**src/rtl/wp_pkg.sv**
```systemverilog
package wp_pkg;
  typedef enum logic {
    OP_LOCK    = 1'b0,
    OP_RELEASE = 1'b1
  } wp_op_e;
endpackage

```
**src/rtl/wp_lock_map.sv**
```systemverilog
module wp_lock_map #(
  parameter int WORDS = 16,
  parameter int AW    = 4
) (
  input  logic          clk,
  input  logic          rst_n,
  input  logic          set_en,
  input  logic          clr_en,
  input  logic [AW-1:0] cmd_addr,
  input  logic [AW-1:0] query_addr,
  output logic          query_hit
);
  logic [WORDS-1:0] locks;

  for (genvar g = 0; g < WORDS; g++) begin : g_bit
    always_ff @(posedge clk) begin
      if (!rst_n)
        locks[g] <= 1'b0;
      else if (set_en && cmd_addr == AW'(g))
        locks[g] <= 1'b1;
      else if (clr_en && cmd_addr == AW'(g))
        locks[g] <= 1'b0;
    end
  end

  assign query_hit = locks[query_addr];


  lock_set_chk: assert property (@(posedge clk) disable iff (!rst_n)
    set_en |=> locks[$past(cmd_addr)]);


  lock_clear_chk: assert property (@(posedge clk) disable iff (!rst_n)
    clr_en |=> !locks[$past(cmd_addr)]);
endmodule

```
**src/rtl/wp_write_mux.sv**
```systemverilog
module wp_write_mux #(
  parameter int AW = 4,
  parameter int DW = 16
) (
  input  logic          free_req,
  input  logic [AW-1:0] cmd_addr,
  input  logic          st_fire,
  input  logic          st_blocked,
  input  logic [AW-1:0] st_addr,
  input  logic [DW-1:0] st_data,
  output logic          we,
  output logic [AW-1:0] waddr,
  output logic [DW-1:0] wdata
);
  always_comb begin
    we    = free_req | (st_fire & ~st_blocked);
    waddr = free_req ? cmd_addr : st_addr;
    wdata = free_req ? '0 : st_data;
  end
endmodule

```
**src/rtl/wp_store_mem.sv**
```systemverilog
module wp_store_mem #(
  parameter int WORDS = 16,
  parameter int AW    = 4,
  parameter int DW    = 16
) (
  input  logic          clk,
  input  logic          we,
  input  logic [AW-1:0] waddr,
  input  logic [DW-1:0] wdata,
  input  logic [AW-1:0] raddr,
  output logic [DW-1:0] rdata
);
  logic [DW-1:0] cells [WORDS];

  always_ff @(posedge clk) begin
    if (we) cells[waddr] <= wdata;
  end

  assign rdata = cells[raddr];
endmodule

```
**src/rtl/store_guard.sv**
```systemverilog
module store_guard #(
  parameter int ADDR_W = 4,
  parameter int DATA_W = 16
) (
  input  logic              clk,
  input  logic              rst_n,
  input  logic              cmd_valid,
  input  logic              cmd_op,
  input  logic [ADDR_W-1:0] cmd_addr,
  input  logic              st_valid,
  output logic              st_ready,
  input  logic [ADDR_W-1:0] st_addr,
  input  logic [DATA_W-1:0] st_data,
  output logic              mem_we,
  output logic [ADDR_W-1:0] mem_addr,
  output logic [DATA_W-1:0] mem_wdata,
  output logic              exc_o,
  input  logic [ADDR_W-1:0] rd_addr,
  output logic [DATA_W-1:0] rd_data
);
  import wp_pkg::*;

  localparam int WORDS = 1 << ADDR_W;

  logic free_req, lock_req, st_fire, hit;

  assign free_req = cmd_valid && (cmd_op == OP_RELEASE);
  assign lock_req = cmd_valid && (cmd_op == OP_LOCK);
  assign st_ready = !free_req;
  assign st_fire  = st_valid && st_ready;
  assign exc_o    = st_fire && hit;

  wp_lock_map #(.WORDS(WORDS), .AW(ADDR_W)) u_map (
    .clk(clk), .rst_n(rst_n), .set_en(lock_req), .clr_en(free_req),
    .cmd_addr(cmd_addr), .query_addr(st_addr), .query_hit(hit)
  );

  wp_write_mux #(.AW(ADDR_W), .DW(DATA_W)) u_mux (
    .free_req(free_req), .cmd_addr(cmd_addr), .st_fire(st_fire),
    .st_blocked(hit), .st_addr(st_addr), .st_data(st_data),
    .we(mem_we), .waddr(mem_addr), .wdata(mem_wdata)
  );

  wp_store_mem #(.WORDS(WORDS), .AW(ADDR_W), .DW(DATA_W)) u_mem (
    .clk(clk), .we(mem_we), .waddr(mem_addr), .wdata(mem_wdata),
    .raddr(rd_addr), .rdata(rd_data)
  );


  blocked_store_chk: assert property (@(posedge clk) disable iff (!rst_n)
    exc_o |-> !mem_we);


  free_zero_chk: assert property (@(posedge clk) disable iff (!rst_n)
    free_req |-> (mem_we && mem_wdata == '0 && mem_addr == cmd_addr));


  store_pass_chk: assert property (@(posedge clk) disable iff (!rst_n)
    (st_valid && st_ready && !exc_o) |->
      (mem_we && mem_addr == st_addr && mem_wdata == st_data));


  stall_port_chk: assert property (@(posedge clk) disable iff (!rst_n)
    !st_ready |-> (mem_we && mem_wdata == '0));
endmodule

```
**config.mk**
```make
export PLATFORM = sky130hd
export DESIGN_NAME = store_guard
export DESIGN_NICKNAME = d
export VERILOG_FILES = /design/src/rtl/wp_pkg.sv /design/src/rtl/wp_lock_map.sv /design/src/rtl/wp_write_mux.sv /design/src/rtl/wp_store_mem.sv /design/src/rtl/store_guard.sv
export SDC_FILE = /design/constraint.sdc
export NUM_CORES = 1
export LEC_CHECK = 0
export CAP_MARGIN = 25
export CORE_MARGIN = 2
export CORE_UTILIZATION = 44
export DETAILED_ROUTE_END_ITERATION = 10
export DONT_BUFFER_PORTS = 1
export HOLD_SLACK_MARGIN = 0.05
export PLACE_DENSITY = 0.65
export SYNTH_ARGS = -nofsm -noshare
export SYNTH_HDL_FRONTEND = slang
export SYNTH_SLANG_ARGS = --single-unit
```
**constraint.sdc**
```tcl
create_clock -name clk -period 4.41 [get_ports clk]
set_input_delay 1.1025 -clock clk [delete_from_list [all_inputs] [get_ports clk]]
set_output_delay 1.1025 -clock clk [all_outputs]
set_load 0.01 [all_outputs]
```
==> flow_summary.ini, run 1 <==
[status]
outcome = completed

[sta]
final.period_utilization = 0.823
rsz0062_at_grt = no
timing.fmax_mhz = 275
whs_ns = 0.503
fin_skew_ns = 0.0126
tightest_slew_ns = 0.692
slew-limit-headroom = 0.535
fin_tns_setup_ns = 0
report.final.slew_viol_count = 0
finalSetupViolCount = 0
hold_viol = 0
post-route-min-period_ns = 3.63

[grt]
grt_pass1_vias = 5547
grt_max_degree = 65
antenna_found_initial = 1
grt_pass1_wl_mm = 35.0
grt_usage = 0.181
globalRouteOverflowTotal = 0

[min_path]
hold_class = flop to flop
holdPathStages = 1
min_to = u_map.locks[7]$_SDFFE_PN0P_
min_from = u_map.locks[7]$_SDFFE_PN0P_

[logic_synthesis]
yosys-top-cells-area = edfxtp_1, mux4_2, dfxtp_1
synth-seq-cells = 272
yosysUniqueCellTypes = 31
synth_area_um2 = 10800
avgSynthCellArea_um2 = 20.8
async_flop_share = 0
synth_ff_type = edfxtp_1
synth_top_area_share = 0.710
synth_warnings = 0
synth_top_cell_by_area = edfxtp_1
syn_nets = 554
synth-edff-count = 256
syn-instance-count = 521
ys_seq_area_frac = 0.739

[power]
p_leak_uw = 0.00385
power_frac_comb = 0.053
switching_share = 0.201
peakVddDrop_uv = 244
clock_power_share = 0.419
pwr-share-seq = 0.528
intPower_uw = 4410
switchingPower_uw = 1110
power_density_nw_per_um2 = 448
power.total_uw = 5530

[place]
gp_congestion = 0.905
post-dp-hpwl_mm = 13.6
numPortBuffers = 0

[cts]
root_buffer = clkbuf_16
clk-insertion-delay-late_ns = 0.53
cts_resized = 0
clk_path_buf_depth = 3
cts_tree = yes
clkSinkCount = 272
clk_pin_slew_ns = 0.06
cts_buffers = 28
htree_levels = 1
hold_buffers = 0
cts_setup_buffers = 0

[floorplan]
initial_utilization = 0.447
dieArea_um2 = 25900
rows = 57
core_um2 = 24200
die_h_um = 161
pin_count = 72
die_x_um = 161

[final_layout]
area_growth_pct = 13.9
final_layout_size_suffix_gt1_frac = 0.312
final_cell_mix = edfxtp_1, mux4_2, buf_4
nNetsFinal = 582
n_fill_cell = 1926
final_common_cell = edfxtp_1

[worst_setup_path]
rr_startpoint = u_map.locks[3]$_SDFFE_PN0P_
crit_type = input port to output port
path_max_fanout = 21
cp.required_ns = 3.31
max_stage_delay_ns = 0.55
reg2reg_to = u_mem.cells[5][9]$_DFFE_PP_
critPathBufInv = 2
worstPathArrival_ns = 2.53
path_cells = and2_1 -> inv_2 -> buf_4 -> and2_1
crit_slowest_cell = and2_1
timing.reg2reg.setup_slack_ns = 1.67
crit_path_start_kind = input port
endpoint_kind = output port
path_delay_family = simple AND/OR/NAND/NOR gates
worst-r2r-cell-count = 6
crit_top_cell = and2_1

[drt]
route.detailed.wl_per_inst_um = 25.6
drc_errors = 0
ant_nets = 0
dr.pass1.iters = 5
vias = 5221
drtIter0Drc = 443
viasPerCell = 5.83
wl_mm = 22.9

[flow_run]
drv_cap = 0
[cells in the mapped netlist (2+ instances only)]
master     number
clkbuf_1       21
nor3_1         10
nand2b_1        2
o21ai_1         3
a2111oi_2       2
nand2_1        23
edfxtp_1      256
mux2i_1         2
dfxtp_1        16
nor4_1         12
buf_2           9
buf_1           2
and2_1         20
nand3b_1        2
inv_1           3
a31oi_1         7
buf_6           2
nand3_1         2
o211a_1        16
nor2_1         18
nor3b_1         2
mux4_2         82
[registers in the layout, indices dropped and copies added, names as in the netlist]
name,count
u_map.locks,16
u_mem.cells,256
[final cells by class]
type / count / area [um2] / area share
flip-flops and latches: 272 / 8010 / 0.649
well taps: 324 / 405 / 0.0329
diodes: 1 / 2.50 / 0.000203
multi-input cells: 209 / 2740 / 0.222
repair buffers: 33 / 248 / 0.0201
inverters: 5 / 18.8 / 0.00152
clock inverters: 17 / 166 / 0.0135
clock buffers: 35 / 748 / 0.0606
[through the flow]
| stage | util | cell area [um2] | instances | setup slack [ns] |
|---|---|---|---|---|
| floorplan | - | 10800 | 521 | 0.115 |
| global placement | 0.471 | 11400 | 842 | 0.841 |
| detailed placement | 0.471 | 11400 | 843 | 0.753 |
| CTS | 0.509 | 12300 | 895 | 0.750 |
| global route | 0.509 | 12300 | 895 | 0.621 |
| finish | 0.509 | 12300 | 896 | 0.780 |
[worst max-delay path by stage]
stage | start | end | slack (ns) | cells after the start
after floorplan | st_addr[0] | u_mem.cells[15][0]$_DFFE_PP_ | 0.12 | 6
after global placement | cmd_valid | mem_wdata[4] | 0.84 | 4
after detailed placement | cmd_valid | mem_wdata[4] | 0.75 | 4
after CTS | cmd_valid | mem_wdata[4] | 0.75 | 4
after global routing | cmd_valid | mem_wdata[4] | 0.62 | 4
final | cmd_valid | mem_wdata[4] | 0.78 | 4
[routing by layer]
| layer | vias to the layer above | part of all wire | track usage |
|---|---|---|---|
| li1 | 2238 | - | - |
| met1 | 2790 | 0.42 | 0.245 |
| met2 | 160 | 0.50 | 0.306 |
| met3 | 33 | 0.064 | 0.0356 |
| met4 | 0 | 0.015 | 0.0434 |
| met5 | - | 0 | 0 |
[worst register-to-register path: stages, from the launching register on]
cell and delay [ns]:
dfxtp_1 0.31, mux4_2 0.49, o211ai_2 0.20, o41ai_4 0.12, buf_4 0.23, nor4_2 0.65, buf_4 0.39
[power by group through the flow]
stage	Combinational [uW]	Clock, uW	Sequential (uW)
after floorplan	249	0	2970
final	291	2320	2920
after detailed placement	297	0	2980
after CTS	297	2370	2920
after global routing	314	2470	2920
after global placement	286	0	2970
[cell families after synthesis]
logic type | Yosys count | synth area share
mux | 84 | 0.172
simple gates | 93 | 0.0435
compound gates | 32 | 0.0283
flops | 272 | 0.739
buf+inv | 40 | 0.0166
No activity file was read; power rests on OpenSTA's default activity.
==> inputs of run 2 (changes only) <==
--- a/config.mk
+++ b/config.mk
@@ -11,7 +11,7 @@
 export DETAILED_ROUTE_END_ITERATION = 10
 export DONT_BUFFER_PORTS = 1
 export HOLD_SLACK_MARGIN = 0.05
-export PLACE_DENSITY = 0.65
+export PLACE_DENSITY = 0.63
 export SYNTH_ARGS = -nofsm -noshare
 export SYNTH_HDL_FRONTEND = slang
 export SYNTH_SLANG_ARGS = --single-unit
==> constraint.sdc (replaced) <==
create_clock -name clk -period 3.7 [get_ports clk]
set_input_delay 0.925 -clock clk [delete_from_list [all_inputs] [get_ports clk]]
set_output_delay 0.925 -clock clk [all_outputs]
set_load 0.01 [all_outputs]
==> run 2 against run 1 <==
Sequential share of layout area decreased by 0.29 points. Count of clock-buffer cells in the layout increased by 1. Global-route usage decreased by 0.14 points. Core utilization increased by 0.23 points. Sequential power increased by 19%. Critical path type unchanged. Critical endpoint is now exc_o.
==> flow_summary.ini, run 2 (synthesis results as in run 1) <==
[final_layout]
largest_reg_flops = 256
area_growth_pct = 14.4
final_cells = 902
final_cell_mix = edfxtp_1, mux4_2, buf_4
nNetsFinal = 592
top_regs = u_mem.cells x256, u_map.locks x16
final_common_cell = edfxtp_1
fin_util = 0.511
final_layout_size_suffix_gt1_frac = 0.324
regMostFlops = u_mem.cells
insertedDiodeCount = 0

[min_path]
hold_class = flop to flop

[sta]
hold_viol = 0
final.period_utilization = 0.867
fin_skew_ns = 0.0137
report.final.slew_viol_count = 0
finalSetupViolCount = 0
timing.fmax_mhz = 312
post-route-min-period_ns = 3.21
tightest_slew_ns = 0.956
slew-limit-headroom = 0.359
rsz0062_at_grt = no

[worst_setup_path]
path_cells = and2_1 -> inv_2 -> nand2_1 -> o41ai_4 -> buf_4 -> and2_1
crit_type = input port to output port
worstPathArrival_ns = 2.28
max_stage_delay_ns = 0.34
cp.required_ns = 2.77
crit_slowest_cell = o41ai_4
endpoint_kind = output port
path_max_fanout = 17
crit_path_start_kind = input port
crit_top_cell = and2_1

[drt]
drtIter0Drc = 494
vias = 5183
ant_nets = 0
drc_errors = 0
wl_mm = 22.6
dr.pass1.iters = 5
route.detailed.wl_per_inst_um = 25.1
viasPerCell = 5.75

[place]
dp.cells = 853
post-dp-hpwl_mm = 13.9
gp_congestion = 0.805
numPortBuffers = 0

[power]
peakVddDrop_uv = 268
power_density_nw_per_um2 = 526
p_leak_uw = 0.00390

[cts]
clk_pin_slew_ns = 0.06
cts_tree = yes
hold_buffers = 0
htree_levels = 1
clkSinkCount = 272
clk-insertion-delay-late_ns = 0.52
cts_buffers = 27
clk_path_buf_depth = 3
root_buffer = clkbuf_16
cts_setup_buffers = 0
cts_resized = 0

[floorplan]
core_um2 = 24200
pin_count = 72
die_x_um = 161
initial_utilization = 0.447
rows = 57
dieArea_um2 = 25900
die_h_um = 161

[grt]
grt_pass1_wl_mm = 34.1
globalRouteOverflowTotal = 0
grt_max_degree = 65
antenna_found_initial = 0
grt_usage = 0.180
grt_pass1_vias = 5336

[status]
outcome = completed

[flow_run]
drv_cap = 0
==> run 2: cell types whose count changed in the layout (fill, tap and decap cells not counted), moves of 2 or more <==
cell	before	now
clkbuf_16	29	27
clkinv_2	6	4
clkbuf_8	0	4
buf_4	33	43
==> run 2: worst paths after layout <==
path / from / endpoint / slack [ns] / cells after the start
setup reg to reg: u_map.locks[1]$_SDFFE_PN0P_ / u_mem.cells[8][9]$_DFFE_PP_ / 1.15 / 5
hold / removal: u_map.locks[11]$_SDFFE_PN0P_ / u_map.locks[11]$_SDFFE_PN0P_ / 0.50 / 1
setup / recovery: cmd_valid / exc_o / 0.49 / 6
hold reg to reg: u_map.locks[11]$_SDFFE_PN0P_ / u_map.locks[11]$_SDFFE_PN0P_ / 0.50 / 1
==> run 2: cell type report <==
type,instances,area (um2)
Clock buffer,36,749
Clock inverter,12,136
Fill cell,1935,11900
Inverter,5,18.8
Multi-Input combinational cell,209,2740
Sequential cell,272,8010
Tap cell,324,405
Timing Repair Buffer,44,334
==> run 2: routing by layer <==
layer	vias up	track usage	wire, um
met5	-	0	0
met4	0	0.0390	336
met3	29	0.0372	1500
met2	174	0.297	11400
met1	2736	0.250	9380
li1	2244	-	-
==> run 2: worst max-delay path: cells and delay by family <==
kind	cells	cell delay, ns
AOI/OAI and AO/OA	1	0.34
buffers and inverters	2	0.50
and+or+nand+nor	3	0.52
==> run 2: power by group <==
part,internal [uW],switching (uW)
Clock,1620,1050
Combinational,166,193
Sequential,3460,19.0
==> run 2: stage by stage <==
stage | instance area, um2 | power, uW | hold WS [ns] | setup slack (ns) | setup TNS (ns)
final | 12400 | 6510 | 0.497 | 0.491 | 0
after CTS | 12400 | 6580 | 0.498 | 0.417 | 0
after floorplan | 10800 | 3840 | 0.464 | -0.417 | -64.03
after global placement | 11500 | 3890 | 0.483 | 0.498 | 0
after global routing | 12400 | 6720 | 0.514 | 0.405 | 0
after detailed placement | 11500 | 3910 | 0.485 | 0.417 | 0
==> inputs of run 3 (changes only) <==
--- a/config.mk
+++ b/config.mk
@@ -6,12 +6,14 @@
 export NUM_CORES = 1
 export LEC_CHECK = 0
 export CAP_MARGIN = 25
+export CELL_PAD_IN_SITES_DETAIL_PLACEMENT = 0
+export CELL_PAD_IN_SITES_GLOBAL_PLACEMENT = 1
 export CORE_MARGIN = 2
 export CORE_UTILIZATION = 44
 export DETAILED_ROUTE_END_ITERATION = 10
 export DONT_BUFFER_PORTS = 1
 export HOLD_SLACK_MARGIN = 0.05
-export PLACE_DENSITY = 0.63
+export PLACE_DENSITY = 0.69
 export SYNTH_ARGS = -nofsm -noshare
 export SYNTH_HDL_FRONTEND = slang
 export SYNTH_SLANG_ARGS = --single-unit
==> run 3 against run 2 <==
Clock skew down 0.0038 ns. First-iteration DRC count down 16%. Die area unchanged. Global-route usage grew 0.47 points. Register-to-register slack gained 0.18 ns. Worst setup slack lost 0.0081 ns. Sequential share of layout area fell by 0.058 points. Routed wire length rose by 2.9%. Via count fell by 0.17%. Cell area hardly changed. Maximum frequency fell by 0.25%. Critical path type unchanged. Critical endpoint is now mem_wdata[4]. Highest routed layer is now met5.
==> flow_summary.ini, run 3 (synthesis results as in run 1) <==
[place]
pre_cts_ws_ns = 0.368
dp.cells = 858
gp_congestion = 0.778
post-dp-hpwl_mm = 14.5
numPortBuffers = 0

[worst_setup_path]
reg2reg_to = u_mem.cells[6][5]$_DFFE_PP_
worst-r2r-cell-count = 6
rr_startpoint = u_map.locks[3]$_SDFFE_PN0P_
path_max_fanout = 17
endpoint_kind = output port
crit_type = input port to output port
critPathLaunch = cmd_valid
cp-endpoint = mem_wdata[4]
cp.required_ns = 2.77
timing.reg2reg.setup_slack_ns = 1.33
worstPathArrival_ns = 2.29
crit_path_start_kind = input port

[drt]
wl_mm = 23.3
dr.pass1.iters = 4
viasPerCell = 5.69
vias = 5174
ant_nets = 0
route.detailed.wl_per_inst_um = 25.6
drtIter0Drc = 415
drc_errors = 0

[final_layout]
multiInputGateArea_um2 = 2740
regMostFlops = u_mem.cells
largest_reg_flops = 256
n_fill_cell = 1964
nNetsFinal = 597
final_cell_mix = edfxtp_1, mux4_2, buf_4
seqCellArea_um2 = 8010
area_growth_pct = 14.5
final_common_cell = edfxtp_1
fin_util = 0.512
final_layout_size_suffix_gt1_frac = 0.329
final_cells = 909
top_regs = u_mem.cells x256, u_map.locks x16

[floorplan]
pin_count = 72
core_um2 = 24200
die_x_um = 161
dieArea_um2 = 25900
initial_utilization = 0.447
die_h_um = 161
rows = 57

[power]
peakVddDrop_uv = 328
power.total_uw = 6470
power_density_nw_per_um2 = 522
p_leak_uw = 0.00392

[min_path]
hold_class = flop to flop

[grt]
globalRouteOverflowTotal = 0
grt_pass1_vias = 5553
antenna_found_initial = 2
grt_usage = 0.184
grt_pass1_wl_mm = 35.0
grt_max_degree = 65

[sta]
report.final.slew_viol_count = 0
slew-limit-headroom = 0.544
post-route-min-period_ns = 3.22
fin_skew_ns = 0.00991
final.period_utilization = 0.869
whs_ns = 0.494
timing.fmax_mhz = 311
fin_ws_ns = 0.483
rsz0062_at_grt = no
tightest_slew_ns = 0.680
hold_viol = 0
finalSetupViolCount = 0

[cts]
clk-insertion-delay-late_ns = 0.53
cts_tree = yes
cts_buffers = 27
root_buffer = clkbuf_16
htree_levels = 1
cts_setup_buffers = 0
hold_buffers = 0
clkSinkCount = 272
cts_resized = 0
clk_pin_slew_ns = 0.06
clk_path_buf_depth = 3

[status]
outcome = completed

[flow_run]
drv_cap = 0
[run 3: cell types whose count changed in the layout (fill, tap and decap cells not counted), sizes merged]
cell      before  now
buf           44   49
clkbuf        36   28
inv            4    6
diode          0    1
clkinvlp       2    0
clkinv         8   17
[run 3: worst max-delay path, stage by stage]
cell and delay (ns):
and2_1 0.25, inv_2 0.28, buf_4 0.27, and2_1 0.54
[run 3: worst min path at each step]
stage / start / endpoint / depth (start not counted)
after floorplan: u_map.locks[11]$_SDFFE_PN0P_ / u_map.locks[11]$_SDFFE_PN0P_ / 1
after global placement: u_map.locks[9]$_SDFFE_PN0P_ / u_map.locks[9]$_SDFFE_PN0P_ / 1
after detailed placement: u_map.locks[9]$_SDFFE_PN0P_ / u_map.locks[9]$_SDFFE_PN0P_ / 1
after CTS: u_map.locks[9]$_SDFFE_PN0P_ / u_map.locks[9]$_SDFFE_PN0P_ / 1
after global routing: rst_n / u_map.locks[12]$_SDFFE_PN0P_ / 1
final: u_map.locks[9]$_SDFFE_PN0P_ / u_map.locks[9]$_SDFFE_PN0P_ / 1
[run 3: area by class of cell]
class | count | share of cell area
multi-input cells | 209 | 0.221
inverters | 5 | 0.00151
flip-flops and latches | 272 | 0.646
clock inverters | 21 | 0.0146
well taps | 324 | 0.0327
clock buffers | 28 | 0.0548
diodes | 1 | 0.000202
repair buffers | 49 | 0.0297
[run 3: per-layer routing]
metal | GRT usage | up-vias | routed length [um]
li1 | - | 2259 | -
met1 | 0.257 | 2711 | 9680
met5 | 0 | - | 8
met4 | 0.0483 | 2 | 415
met3 | 0.0416 | 30 | 1940
met2 | 0.297 | 172 | 11300
[run 3: per-stage QoR]
step / instance area (um2) / setup TNS, ns
after floorplan: 10800 / -64.03
after global placement: 11500 / 0
after detailed placement: 11500 / 0
after CTS: 12400 / 0
after global routing: 12400 / 0
final: 12400 / 0
[run 3: where the power goes]
| part | total [uW] | switching [uW] | internal [uW] |
|---|---|---|---|
| Combinational | 359 | 194 | 165 |
| Clock | 2630 | 1090 | 1540 |
| Sequential | 3480 | 18.9 | 3460 |
